==> config.mk <==
export PLATFORM = sky130hd
export DESIGN_NAME = bwt_neuron_core
export DESIGN_NICKNAME = d
export VERILOG_FILES = /design/src/rtl/bwt_pkg.sv /design/src/rtl/bwt_term_gen.sv /design/src/rtl/bwt_adder_tree.sv /design/src/rtl/bwt_act_unit.sv /design/src/rtl/bwt_neuron_core.sv
export SDC_FILE = /design/constraint.sdc
export NUM_CORES = 1
export LEC_CHECK = 0
export CAP_MARGIN = 20
export CORE_MARGIN = 2
export CORE_UTILIZATION = 30
export CTS_CLUSTER_DIAMETER = 30
export DETAILED_ROUTE_END_ITERATION = 16
export GPL_TIMING_DRIVEN = 0
export PLACE_DENSITY = 0.55
export SYNTH_ARGS = -nofsm -noshare
export SYNTH_HDL_FRONTEND = slang
export SYNTH_SLANG_ARGS = --single-unit
==> constraint.sdc <==
create_clock -name clk_i -period 8.1 [get_ports clk_i]
set_clock_uncertainty 0.15 [all_clocks]
set_input_delay 1.62 -clock clk_i [delete_from_list [all_inputs] [get_ports clk_i]]
set_output_delay 1.62 -clock clk_i [all_outputs]
set_load 0.05 [all_outputs]
==> src/rtl/bwt_pkg.sv <==
package bwt_pkg;
   typedef enum logic [1:0] {
      ACT_LINEAR = 2'd0,
      ACT_SIGN   = 2'd1,
      ACT_RELU   = 2'd2,
      ACT_POOL   = 2'd3
   } act_mode_e;
endpackage

==> src/rtl/bwt_term_gen.sv <==
// Per-lane signed term: optional one-bit decode, then pass or negate.
module bwt_term_gen #(
   parameter int LANES = 5,
   parameter int DW    = 16
) (
   input  logic [LANES*DW-1:0]     act_i,
   input  logic [LANES-1:0]        wgt_i,
   input  logic                    bin_i,
   output logic [LANES*(DW+1)-1:0] term_o
);
   localparam int TW = DW + 1;

   for (genvar g = 0; g < LANES; g++) begin : g_lane
      logic signed [DW-1:0] a;
      logic signed [TW-1:0] mag;
      logic signed [TW-1:0] term;

      assign a = act_i[g*DW +: DW];

      always_comb begin
         if (bin_i) mag = a[0] ? {{(TW-1){1'b0}}, 1'b1} : {TW{1'b1}};
         else       mag = {a[DW-1], a};
         term = wgt_i[g] ? mag : -mag;
      end

      assign term_o[g*TW +: TW] = term;
   end
endmodule

==> src/rtl/bwt_adder_tree.sv <==
// Six inputs, three levels: 3 adders, then 1 adder plus a pass, then 1 adder.
module bwt_adder_tree #(
   parameter int TW = 17
) (
   input  logic [6*TW-1:0]        in_i,
   output logic signed [TW+2:0]   sum_o
);
   localparam int NIN = 6;
   localparam int SW  = TW + 3;

   logic signed [TW-1:0] op [NIN];
   logic signed [TW:0]   l1 [NIN/2];
   logic signed [TW+1:0] l2a, l2b;

   for (genvar g = 0; g < NIN; g++) begin : g_op
      assign op[g] = in_i[g*TW +: TW];
   end

   for (genvar g = 0; g < NIN/2; g++) begin : g_l1
      assign l1[g] = (TW+1)'(op[2*g]) + (TW+1)'(op[2*g+1]);
   end

   assign l2a   = (TW+2)'(l1[0]) + (TW+2)'(l1[1]);
   assign l2b   = (TW+2)'(l1[2]);
   assign sum_o = SW'(l2a) + SW'(l2b);
endmodule

==> src/rtl/bwt_act_unit.sv <==
// Output register with selectable activation and grouped max.
module bwt_act_unit
   import bwt_pkg::*;
#(
   parameter int DW   = 16,
   parameter int POOL = 4
) (
   input  logic                 clk_i,
   input  logic                 rst_ni,
   input  logic                 fire_i,
   input  act_mode_e            mode_i,
   input  logic signed [DW-1:0] val_i,
   output logic [DW-1:0]        res_o,
   output logic                 res_valid_o
);
   localparam int CW = (POOL > 1) ? $clog2(POOL) : 1;

   if (POOL < 2) begin : g_bad_pool
      $error("bwt_act_unit: POOL must be at least 2");
   end

   logic signed [DW-1:0] max_q, pool_cand;
   logic [CW-1:0]        cnt_q;

   assign pool_cand = (cnt_q == '0 || val_i > max_q) ? val_i : max_q;

   always_ff @(posedge clk_i or negedge rst_ni) begin
      if (!rst_ni) begin
         res_o       <= '0;
         res_valid_o <= 1'b0;
         cnt_q       <= '0;
         max_q       <= '0;
      end else begin
         res_valid_o <= 1'b0;
         if (fire_i) begin
            unique case (mode_i)
               ACT_LINEAR: begin
                  res_o       <= val_i;
                  res_valid_o <= 1'b1;
               end
               ACT_SIGN: begin
                  res_o       <= {{(DW-1){1'b0}}, ~val_i[DW-1]};
                  res_valid_o <= 1'b1;
               end
               ACT_RELU: begin
                  res_o       <= val_i[DW-1] ? '0 : val_i;
                  res_valid_o <= 1'b1;
               end
               ACT_POOL: begin
                  max_q <= pool_cand;
                  if (cnt_q == CW'(POOL-1)) begin
                     res_o       <= pool_cand;
                     res_valid_o <= 1'b1;
                     cnt_q       <= '0;
                  end else begin
                     cnt_q <= cnt_q + 1'b1;
                  end
               end
            endcase
         end
      end
   end

   assert_sign_bits_R6 : assert property (@(posedge clk_i) disable iff (!rst_ni)
      (res_valid_o && $past(mode_i) == ACT_SIGN) |-> res_o[DW-1:1] == '0);

   assert_relu_nonneg_R7 : assert property (@(posedge clk_i) disable iff (!rst_ni)
      (res_valid_o && $past(mode_i) == ACT_RELU) |-> !res_o[DW-1]);
endmodule

==> src/rtl/bwt_neuron_core.sv <==
module bwt_neuron_core
   import bwt_pkg::*;
#(
   parameter int LANES = 5,
   parameter int DW    = 16,
   parameter int POOL  = 4
) (
   input  logic                clk_i,
   input  logic                rst_ni,
   input  logic                in_valid_i,
   input  logic                first_i,
   input  logic                last_i,
   input  logic [1:0]          mode_i,
   input  logic                bin_i,
   input  logic [LANES*DW-1:0] act_i,
   input  logic [LANES-1:0]    wgt_i,
   input  logic [DW-1:0]       bias_i,
   output logic [DW-1:0]       res_o,
   output logic                res_valid_o
);
   localparam int TW = DW + 1;
   localparam int SW = TW + 3;
   localparam logic signed [SW-1:0] SAT_HI = {{(SW-DW+1){1'b0}}, {(DW-1){1'b1}}};
   localparam logic signed [SW-1:0] SAT_LO = {{(SW-DW+1){1'b1}}, {(DW-1){1'b0}}};

   if (LANES != 5) begin : g_bad_lanes
      $error("bwt_neuron_core: the six-input tree needs LANES == 5");
   end
   if (DW < 4) begin : g_bad_dw
      $error("bwt_neuron_core: DW must be at least 4");
   end

   logic [LANES*TW-1:0]   terms;
   logic signed [DW-1:0]  acc_q, seed, sat_val;
   logic [TW-1:0]         seed_ext;
   logic signed [SW-1:0]  tree_sum;

   bwt_term_gen #(.LANES(LANES), .DW(DW)) u_terms (
      .act_i (act_i),
      .wgt_i (wgt_i),
      .bin_i (bin_i),
      .term_o(terms)
   );

   assign seed     = first_i ? bias_i : acc_q;
   assign seed_ext = {seed[DW-1], seed};

   bwt_adder_tree #(.TW(TW)) u_tree (
      .in_i ({seed_ext, terms}),
      .sum_o(tree_sum)
   );

   always_comb begin
      if (tree_sum > SAT_HI)      sat_val = {1'b0, {(DW-1){1'b1}}};
      else if (tree_sum < SAT_LO) sat_val = {1'b1, {(DW-1){1'b0}}};
      else                        sat_val = tree_sum[DW-1:0];
   end

   always_ff @(posedge clk_i or negedge rst_ni) begin
      if (!rst_ni)         acc_q <= '0;
      else if (in_valid_i) acc_q <= sat_val;
   end

   bwt_act_unit #(.DW(DW), .POOL(POOL)) u_act (
      .clk_i      (clk_i),
      .rst_ni     (rst_ni),
      .fire_i     (in_valid_i & last_i),
      .mode_i     (act_mode_e'(mode_i)),
      .val_i      (sat_val),
      .res_o      (res_o),
      .res_valid_o(res_valid_o)
   );

   assert_valid_after_last_R4 : assert property (@(posedge clk_i) disable iff (!rst_ni)
      res_valid_o |-> $past(in_valid_i && last_i));

   assert_idle_holds_R4 : assert property (@(posedge clk_i) disable iff (!rst_ni)
      !in_valid_i |=> $stable(acc_q));
endmodule

# After elaboration in Yosys (flattened, before gate mapping)
# Cells that the tools add are included.
# totals
ff_bits,51
input_bits,109
out_inout_bits,17
wordCells,58
# classes
add_sub_neg,11
n_lt_le_gt_ge,3
eq_ne,5
muxes,26
bitwise,2
n_reduce_logical,6
# ops
cell,count
$mux W17,15
$neg A17 Y17,5
$mux W16,5
$pmux W16 S4,1
$add A17 B17 Y18,2
$add A19 B18 Y20,1
$gt A20 B16 Y1 const B,1
$lt A20 B16 Y1 const B,1
$add A18 B18 Y19,1
$add A17 B16 Y18,1
$gt A16 B16 Y1,1
$mux W15,1
$eq A2 B2 Y1 const B,3
$logic_not A2 Y1,2
$reduce_and A2 Y1,2
$reduce_or A3 Y1,1
$add A2 B1 Y2 const B,1
$eq A2 B1 Y1 const B,1
$mux W1,2
$mux W2,1
$ne A2 B1 Y1 const B,1
$pmux W1 S2,1
$and A1 B1 Y1,1
$logic_or A1 B1 Y1,1
$not A1 Y1,1

# Depth between registers and ports, before layout
# Gate-level depths: netlist of run 1.
# depth
depth_word,15
ltp_mapped,42
mapped_depth_nobuf,34

# By module
# From an unflattened synthesis of run 1, not the netlist that was laid out.
# hier_totals
hier_cells,1188
area_unflattened_um2,9098.7
# modules_own_cells
mod,n_inst,cells_each,area_each_um2,seq_area_each_um2
bwt_adder_tree,1,382,2989.1,0.0
bwt_term_gen,1,466,2834.0,0.0
bwt_act_unit,1,231,2273.4,875.8
bwt_neuron_core,1,109,1002.2,400.4

# Worst setup path before layout of run 1
# OpenSTA, ideal clock, no wires.
# synth_path
kind,input port to flip-flop
from,input port bin_i
to,register u_act.res_o[1]
setup_ns,0.133
t_arrival_ns,10.123
t_required_ns,7.817
path_slack_ns,-2.306
cell_stages,40
n_path_buf,8
path_cell_list,clkbuf_1 -> buf_2 -> buf_1 -> clkbuf_1 -> clkbuf_1 -> clkbuf_1 -> nor2_1 -> ha_1 -> o21a_1 -> o21ai_0 -> nor2_1 -> nor2b_1 -> a211oi_1 -> a21oi_1 -> fa_1 -> inv_1 -> fa_1 -> inv_1 -> [... 4 more ...] -> and2_1 -> a32oi_1 -> nand2_1 -> xor2_1 -> o41a_1 -> buf_6 -> nor2_4 -> nor2_1 -> ha_1 -> and3_1 -> and4_1 -> o21ai_1 -> o211a_1 -> a311oi_1 -> nor2_1 -> o211ai_1 -> clkbuf_1 -> o21ai_0
# synth_between
elab_chain_len,14
word_cells_on_any_way,30
cone_classes,10 x add/sub; 3 x order compare; 16 x mux; 1 x reduce/logical
# synth_lines
element,line,rtl
from (decl),bwt_neuron_core.sv:14,"input logic bin_i,"
$mux W17,bwt_term_gen.sv:21,"if (bin_i) mag = a[0] ? {{(TW-1){1'b0}}, 1'b1} : {TW{1'b1}};"
$neg A17 Y17,bwt_term_gen.sv:23,term = wgt_i[g] ? mag : -mag;
$mux W17,bwt_term_gen.sv:23,
$add A17 B17 Y18,bwt_adder_tree.sv:20,assign l1[g] = (TW+1)'(op[2*g]) + (TW+1)'(op[2*g+1]);
$add A18 B18 Y19,bwt_adder_tree.sv:23,assign l2a = (TW+2)'(l1[0]) + (TW+2)'(l1[1]);
$add A19 B18 Y20 (*),bwt_adder_tree.sv:25,assign sum_o = SW'(l2a) + SW'(l2b);
$lt A20 B16 Y1,bwt_neuron_core.sv:55,"else if (tree_sum < SAT_LO) sat_val = {1'b1, {(DW-1){1'b0}}};"
$mux W16,bwt_neuron_core.sv:55,
$mux W16 (*),bwt_neuron_core.sv:54,"if (tree_sum > SAT_HI) sat_val = {1'b0, {(DW-1){1'b1}}};"
via sat_val[14],bwt_neuron_core.sv:34,"logic signed [DW-1:0] acc_q, seed, sat_val;"
$gt A16 B16 Y1 (*),bwt_act_unit.sv:25,assign pool_cand = (cnt_q == '0 || val_i > max_q) ? val_i : max_q;
$logic_or A1 B1 Y1 (*),bwt_act_unit.sv:25,
$mux W16 (*),bwt_act_unit.sv:25,
$mux W16 (*),bwt_act_unit.sv:51,if (cnt_q == CW'(POOL-1)) begin
$pmux W16 S4 (*),bwt_act_unit.sv:36,unique case (mode_i)
to (signal assigned),bwt_act_unit.sv:38,res_o <= val_i;
to (signal assigned),bwt_act_unit.sv:42,"res_o <= {{(DW-1){1'b0}}, ~val_i[DW-1]};"
to (signal assigned),bwt_act_unit.sv:52,res_o <= pool_cand;
to (decl),bwt_act_unit.sv:13,"output logic [DW-1:0] res_o,"
# The timed path passes the listed nets; every way through them passes the cells marked *. The select of a mux whose other input is x is not followed.
# A chain may end at the register's enable or synchronous reset.

# Worst setup path after layout of run 1
# layout_path
from,input port bin_i
to,register u_act.max_q[6]
# layout_between
elab_chain_len,12
word_cells_on_any_way,27
cone_classes,10 x add/sub; 3 x order compare; 13 x mux; 1 x reduce/logical
# layout_lines
element,line,rtl
$mux W17,bwt_term_gen.sv:21,
$neg A17 Y17,bwt_term_gen.sv:23,
$mux W17,bwt_term_gen.sv:23,
$add A17 B17 Y18,bwt_adder_tree.sv:20,
$add A18 B18 Y19,bwt_adder_tree.sv:23,
$add A19 B18 Y20 (*),bwt_adder_tree.sv:25,
$lt A20 B16 Y1,bwt_neuron_core.sv:55,
$mux W16,bwt_neuron_core.sv:55,
$mux W16 (*),bwt_neuron_core.sv:54,
via sat_val[10],bwt_neuron_core.sv:34,
$gt A16 B16 Y1 (*),bwt_act_unit.sv:25,
$logic_or A1 B1 Y1 (*),bwt_act_unit.sv:25,
$mux W16 (*),bwt_act_unit.sv:25,
to (signal assigned),bwt_act_unit.sv:50,max_q <= pool_cand;
to (decl),bwt_act_unit.sv:22,"logic signed [DW-1:0] max_q, pool_cand;"
# The timed path passes the listed nets; every way through them passes the cells marked *.

==> flow_metrics.tcl, run 1 <==
set metrics [dict create \
    result_of_the_run "finished, violations left" \
    failed_checks "negative setup slack" \
    holdPathStages 2 \
    placementRows 59 \
    timing_max_transition_violations_final 0 \
    synth_nets 1237 \
    syn-mean-instance-area_um2 7.78 \
    critical_path.max_fanout 6 \
    worstMarginPinSlew_ns 0.791 \
    antenna_cells 0 \
    synthCells 1018 \
    grt_pass1_wl_um 46000 \
    arrival_ns 9.54 \
    ys_top_cells_by_area "fa_1 18%, dfrtp_1 16%, xnor2_1 6.7%" \
    globalRoute.busiestLayer "met2" \
    achievable-frequency_ghz 0.105 \
    clkTransAtPathRegs_ns 0.07 \
    ctsLongestPathBuffers 2 \
    multiInputGateArea_mm2 0.00685 \
    worstSkewPairLatency_ns 0.30 \
    finalWorstPathRequiredPeriod_ns 9.50 \
    tritoncts_clock_tree "built" \
    dr.pass1.iters 5 \
    post-synth-top-area-fraction_pct 17.7 \
    h-tree-depth 2 \
    hold_ws_ns 0.354 \
    route.final.wire_length_um 29900 \
    routedWlPerCell_um 19.2 \
    drv.max_cap_violation_count 0 \
    gr-total-overflow 0 \
    grt.met2_usage_pct 36.6 \
    final.period_utilization_pct 117 \
    cpPeakStageDelay_ns 0.52 \
    rsz0062_at_grt "yes" \
    buffer_ports.inserted 122 \
    synth.yosys.seq_area_share_pct 16.1 \
    drive_gt1_share_pct 22.3 \
    clockRootBuffer "clkbuf_16" \
    placement.setup.worst_slack_ns -3.30 \
    final-setup-viol-count 32 \
    worst_slew_margin_rel_pct 47.3 \
    detail_route.vias_per_cell 5.32 \
    synth.cell_area_mm2 0.00792 \
    async_flop_share_pct 100 \
    fin_nets 1436 \
    antenna_left 0 \
    yosys.cell_types.count 67 \
    synth-edff-count 0 \
    synthDominantAreaCellType "fa_1" \
    critPathKind "in -> reg" \
    die_w_um 166 \
    synth_to_layout_area_growth_pct 44.4 \
    kind_of_start_point_of_the_critical_path "input pin" \
    hold_viol_final 0 \
    die_height_um 166 \
    regArea_mm2 0.00128 \
    critPathMostFrequentCell "clkbuf_16" \
    drc_errors 0 \
    maximum_number_of_pins_on_one_net_before_global_route_repair 35 \
    initial_core_util_pct 30.5 \
    cts.hold.buffers_added 0 \
    tritoncts.num_buffers 5 \
    groute.usage.overall_pct 21.0 \
    dr_total_vias 8258 \
    finalWorstSetupSlack_ns -1.40 \
    yosys_register_bits 51 \
    clock-sinks 51 \
    antenna_violations_before_repair 0 \
    floorplan.die_area_mm2 0.0277 \
    drt_iter0_drc 591 \
    use_met3_pct 2.12 \
    r2r_cells 28 \
    worstSetupEndpointType "flop" \
    hp-class "reg -> reg" \
    top_flip_flop_cell_by_instance_count_after_synthesis "dfrtp_1" \
    critical_path.slowest_cell "fa_1" \
    required_ns 8.13 \
    pin_count 126 \
    use_met1_pct 27.7 \
    first_global_vias 8272 \
    core_ar_mm2 0.0260 \
    synthesis.yosys.warnings 0 \
    detailed_place_hpwl_um 23600 \
    nFillCells 2624 \
    final_core_util_pct 44.0 \
    gpl.final_weighted_congestion 0.974 \
]
-- kinds of logic (layout without fill, tap and decap cells) --
logic type	Yosys count	in the layout	synth area share, %
compound gates	310	310	24.0
xor+xnor	76	76	8.41
fa+ha+maj	110	110	24.0
buf+inv	168	368	8.14
flops	51	51	16.1
mux	14	14	1.96
simple gates	289	289	17.3
-- critical path: cells and delay by family --
kind	cells	cell delay, ns
mux	1	0.30
xor+xnor	2	0.35
fa+ha+maj	6	2.27
simple gates	8	1.16
buf+inv	15	1.89
compound gates	9	1.92
-- state kept, by name, indices dropped and copies added (netlist names) --
signal and flops:
u_act.max_q 16, acc_q 16, u_act.cnt_q 2, u_act.res_o 16, u_act.res_valid_o 1
-- through the flow --
| stage | setup TNS, ns | instances | area (um2) |
|---|---|---|---|
| CTS | -46.86 | 1526 | 10900 |
| global route | -52.90 | 1553 | 11400 |
| floorplan | -35.23 | 1018 | 8180 |
| finish | -43.12 | 1553 | 11400 |
| detailed placement | -121.43 | 1476 | 9840 |
| global placement | -120.91 | 1475 | 9820 |
-- cells in the final DEF (no fill, tap or decap), drive strengths merged, types with 4 or more instances in the layout --
| cell type | instances |
|---|---|
| nor4 | 4 |
| a221oi | 4 |
| ha | 40 |
| nand2 | 69 |
| dlygate4sd2 | 4 |
| and2 | 4 |
| o311ai | 5 |
| o21ai | 94 |
| a21o | 11 |
| a22oi | 13 |
| clkbuf | 40 |
| or3 | 8 |
| xnor2 | 61 |
| nand3 | 7 |
| nor2 | 123 |
| xor2 | 15 |
| mux2 | 12 |
| nor2b | 21 |
| or4 | 5 |
| o22ai | 13 |
| o21a | 10 |
| inv | 119 |
| a211oi | 8 |
| and3 | 6 |
| o211ai | 9 |
| nand2b | 5 |
| buf | 87 |
| nor3 | 24 |
| a21oi | 98 |
| o31ai | 7 |
| nand4 | 6 |
| dfrtp | 51 |
| clkdlybuf4s50 | 112 |
| fa | 70 |
| o31a | 5 |
| o21bai | 4 |
| a31oi | 6 |
| and4 | 4 |
-- synthesized netlist by cell type, types with 5 or more instances --
cell / count
a211oi_1: 7
a21o_1: 11
a21oi_1: 96
a22oi_1: 13
a31oi_1: 6
and3_1: 6
clkbuf_1: 41
dfrtp_1: 51
fa_1: 70
ha_1: 40
inv_1: 118
mux2_2: 12
nand2_1: 69
nand2b_1: 5
nand3_1: 7
nand4_1: 6
nor2_1: 114
nor2_4: 8
nor2b_1: 21
nor3_1: 24
o211ai_1: 8
o21a_1: 10
o21ai_0: 77
o21ai_1: 17
o22ai_1: 13
o311ai_0: 5
o31a_1: 5
o31ai_1: 7
or3_1: 8
or4_1: 5
xnor2_1: 61
xor2_1: 15
-- what timing repair did --
| action | in CTS | in global routing |
|---|---|---|
| pin swaps | 56 | 64 |
| gates resized for setup | 160 | 91 |
| buffers inserted | 40 | 27 |
| gates cloned | 4 | 1 |
| endpoints found under the setup margin | 48 | 43 |
-- per-layer routing --
metal | vias up | share of wire, %
met5 | - | 0
met4 | 0 | 3.7
met3 | 68 | 5.6
met2 | 319 | 48
met1 | 3981 | 43
li1 | 3890 | -
-- area by class of cell --
class | count | area share, %
multi-input cells | 799 | 59.9
flip-flops and latches | 51 | 11.2
plain buffers | 46 | 3.63
clock inverters | 2 | 0.142
repair buffers | 195 | 16.4
inverters | 119 | 3.93
clock buffers | 6 | 1.21
well taps | 335 | 3.67
-- final timing paths --
path                            slack [ns]              to            from
worst min register to register        0.35  u_act.res_o[0]  u_act.res_o[0]
min in group asynchronous             1.11  u_act.res_o[1]          rst_ni
worst max-delay path                 -1.40  u_act.max_q[6]           bin_i
max in group asynchronous             6.15  u_act.cnt_q[1]          rst_ni
worst min-delay path                  0.35  u_act.res_o[0]  u_act.res_o[0]
worst max register to register        0.93  u_act.max_q[6]        acc_q[2]
Power of run 1 is left out: the tool's default activity adds up to more than one toggle a clock period on the data nets, which glitch-free logic cannot reach.
==> run 2, diff against run 1 <==
--- a/config.mk
+++ b/config.mk
@@ -12,6 +12,7 @@
 export DETAILED_ROUTE_END_ITERATION = 16
 export GPL_TIMING_DRIVEN = 0
 export PLACE_DENSITY = 0.55
+export RECOVER_POWER = 25
 export SYNTH_ARGS = -nofsm -noshare
 export SYNTH_HDL_FRONTEND = slang
 export SYNTH_SLANG_ARGS = --single-unit
==> flow_metrics.tcl, run 2 (same netlist as run 1, synthesis figures left out) <==
set metrics [dict create \
    h-tree-depth 2 \
    core_ar_mm2 0.0260 \
    synth_to_layout_area_growth_pct 44.2 \
    ctsLongestPathBuffers 2 \
    r2r_cells 28 \
    arrival_ns 9.54 \
    dr.pass1.iters 5 \
    antenna_left 0 \
    worst_slew_margin_rel_pct -22.9 \
    initial_core_util_pct 30.5 \
    drive_gt1_share_pct 22.2 \
    critPathKind "in -> reg" \
    critical_path.max_fanout 6 \
    first_global_vias 8272 \
    holdPathStages 2 \
    dp.cells 1476 \
    cpPeakStageDelay_ns 0.52 \
    die_w_um 166 \
    tritoncts_clock_tree "built" \
    antenna_cells 0 \
    maximum_number_of_pins_on_one_net_before_global_route_repair 35 \
    detailed_place_hpwl_um 23600 \
    clock-sinks 51 \
    required_ns 8.14 \
    worstMarginPinSlew_ns 1.84 \
    hold_viol_final 0 \
    result_of_the_run "finished, violations left" \
    buffer_ports.inserted 122 \
    tritoncts.num_buffers 5 \
    clockRootBuffer "clkbuf_16" \
    critPathMostFrequentCell "clkbuf_16" \
    crit_buf_inv 15 \
    achievable-frequency_ghz 0.105 \
    finalWorstSetupSlack_ns -1.40 \
    dr_total_vias 8285 \
    gpl.final_weighted_congestion 0.974 \
    critical_path.slowest_cell "fa_1" \
    timing.critical_path.max_delay_family "adder cells" \
    clkTransAtPathRegs_ns 0.07 \
    final_cell_mix "114 x inv_1, 112 x clkdlybuf4s50_1, 100 x nor2_1" \
    pin_count 126 \
    drv.max_cap_violation_count 1 \
    die_height_um 166 \
    final-setup-viol-count 32 \
    cp.depth 41 \
    drc_errors 0 \
    rsz0062_at_grt "yes" \
    final.setup.tns_ns -43.17 \
    timing_max_transition_violations_final 35 \
    fin_cells 1553 \
    failed_checks "max-capacitance violations, max-slew violations, negative setup slack" \
    worstSkewPairLatency_ns 0.30 \
    fin_nets 1436 \
    grt_pass1_wl_um 46000 \
    groute.usage.overall_pct 21.0 \
    worstSetupEndpointType "flop" \
    gr-total-overflow 0 \
    detail_route.vias_per_cell 5.33 \
    kind_of_start_point_of_the_critical_path "input pin" \
    routedWlPerCell_um 19.2 \
    hp-class "reg -> reg" \
    final.period_utilization_pct 117 \
    drt_iter0_drc 568 \
    antenna_violations_before_repair 0 \
    floorplan.die_area_mm2 0.0277 \
    placementRows 59 \
    final_common_cell "inv_1" \
    finalWorstPathRequiredPeriod_ns 9.50 \
    biggestRegsByFlops "acc_q: 16 flops, u_act.max_q: 16 flops, u_act.res_o: 16 flops" \
    route.final.wire_length_um 29900 \
]
run 2: area by class of cell:
type / count / area [um2]
Buffer: 46 / 415
Clock buffer: 6 / 139
Clock inverter: 2 / 16.3
Fill cell: 2628 / 14600
Inverter: 119 / 449
Multi-Input combinational cell: 799 / 6850
Sequential cell: 51 / 1280
Tap cell: 335 / 419
Timing Repair Buffer: 195 / 1860
run 2: tightest hold or removal path, delay by kind of cell (launching register included):
family / cells / cell delay, ns
flip-flops: 1 / 0.35
AND/OR/NAND/NOR: 1 / 0.07
AO/OA/AOI/OAI: 1 / 0.05
run 2: through the flow:
step           utilization [%]  setup WS (ns)  cell area [um2]  hold WS [ns]
2_1_floorplan                -          -1.16             8180         0.320
3_3_place_gp              37.8          -3.27             9820         0.336
3_5_place_dp              37.9          -3.30             9840         0.330
4_1_cts                   41.8          -1.52            10900         0.350
5_1_grt                   43.9          -1.70            11400         0.384
6_report                  43.9          -1.40            11400         0.354
run 2: routing by layer:
| layer | vias to the layer above | global-route usage [%] | wire length [um] |
|---|---|---|---|
| met5 | - | 0 | 0 |
| met4 | 0 | 6.33 | 1080 |
| met3 | 66 | 2.12 | 1690 |
| met2 | 337 | 36.6 | 14300 |
| met1 | 3996 | 27.7 | 12800 |
| li1 | 3886 | - | - |
run 2: timing repair:
item / 4_1_cts / 5_1_grt
gates cloned: 4 / 1
hold buffers: 0 / 0
setup endpoints to repair: 48 / 43
buffers inserted: 40 / 27
gates resized for setup: 160 / 91
pin swaps: 56 / 64
run 2: path summary, 6_finish.rpt:
check	from	slack, ns	end
worst max-delay path	bin_i	-1.40	u_act.max_q[6]
worst min-delay path	u_act.res_o[0]	0.35	u_act.res_o[0]
worst max register to register	acc_q[2]	0.92	u_act.max_q[6]
worst min register to register	u_act.res_o[0]	0.35	u_act.res_o[0]
max in group asynchronous	rst_ni	4.26	acc_q[15]
min in group asynchronous	rst_ni	1.31	u_act.res_o[1]
Power of run 2 is left out for the same reason.
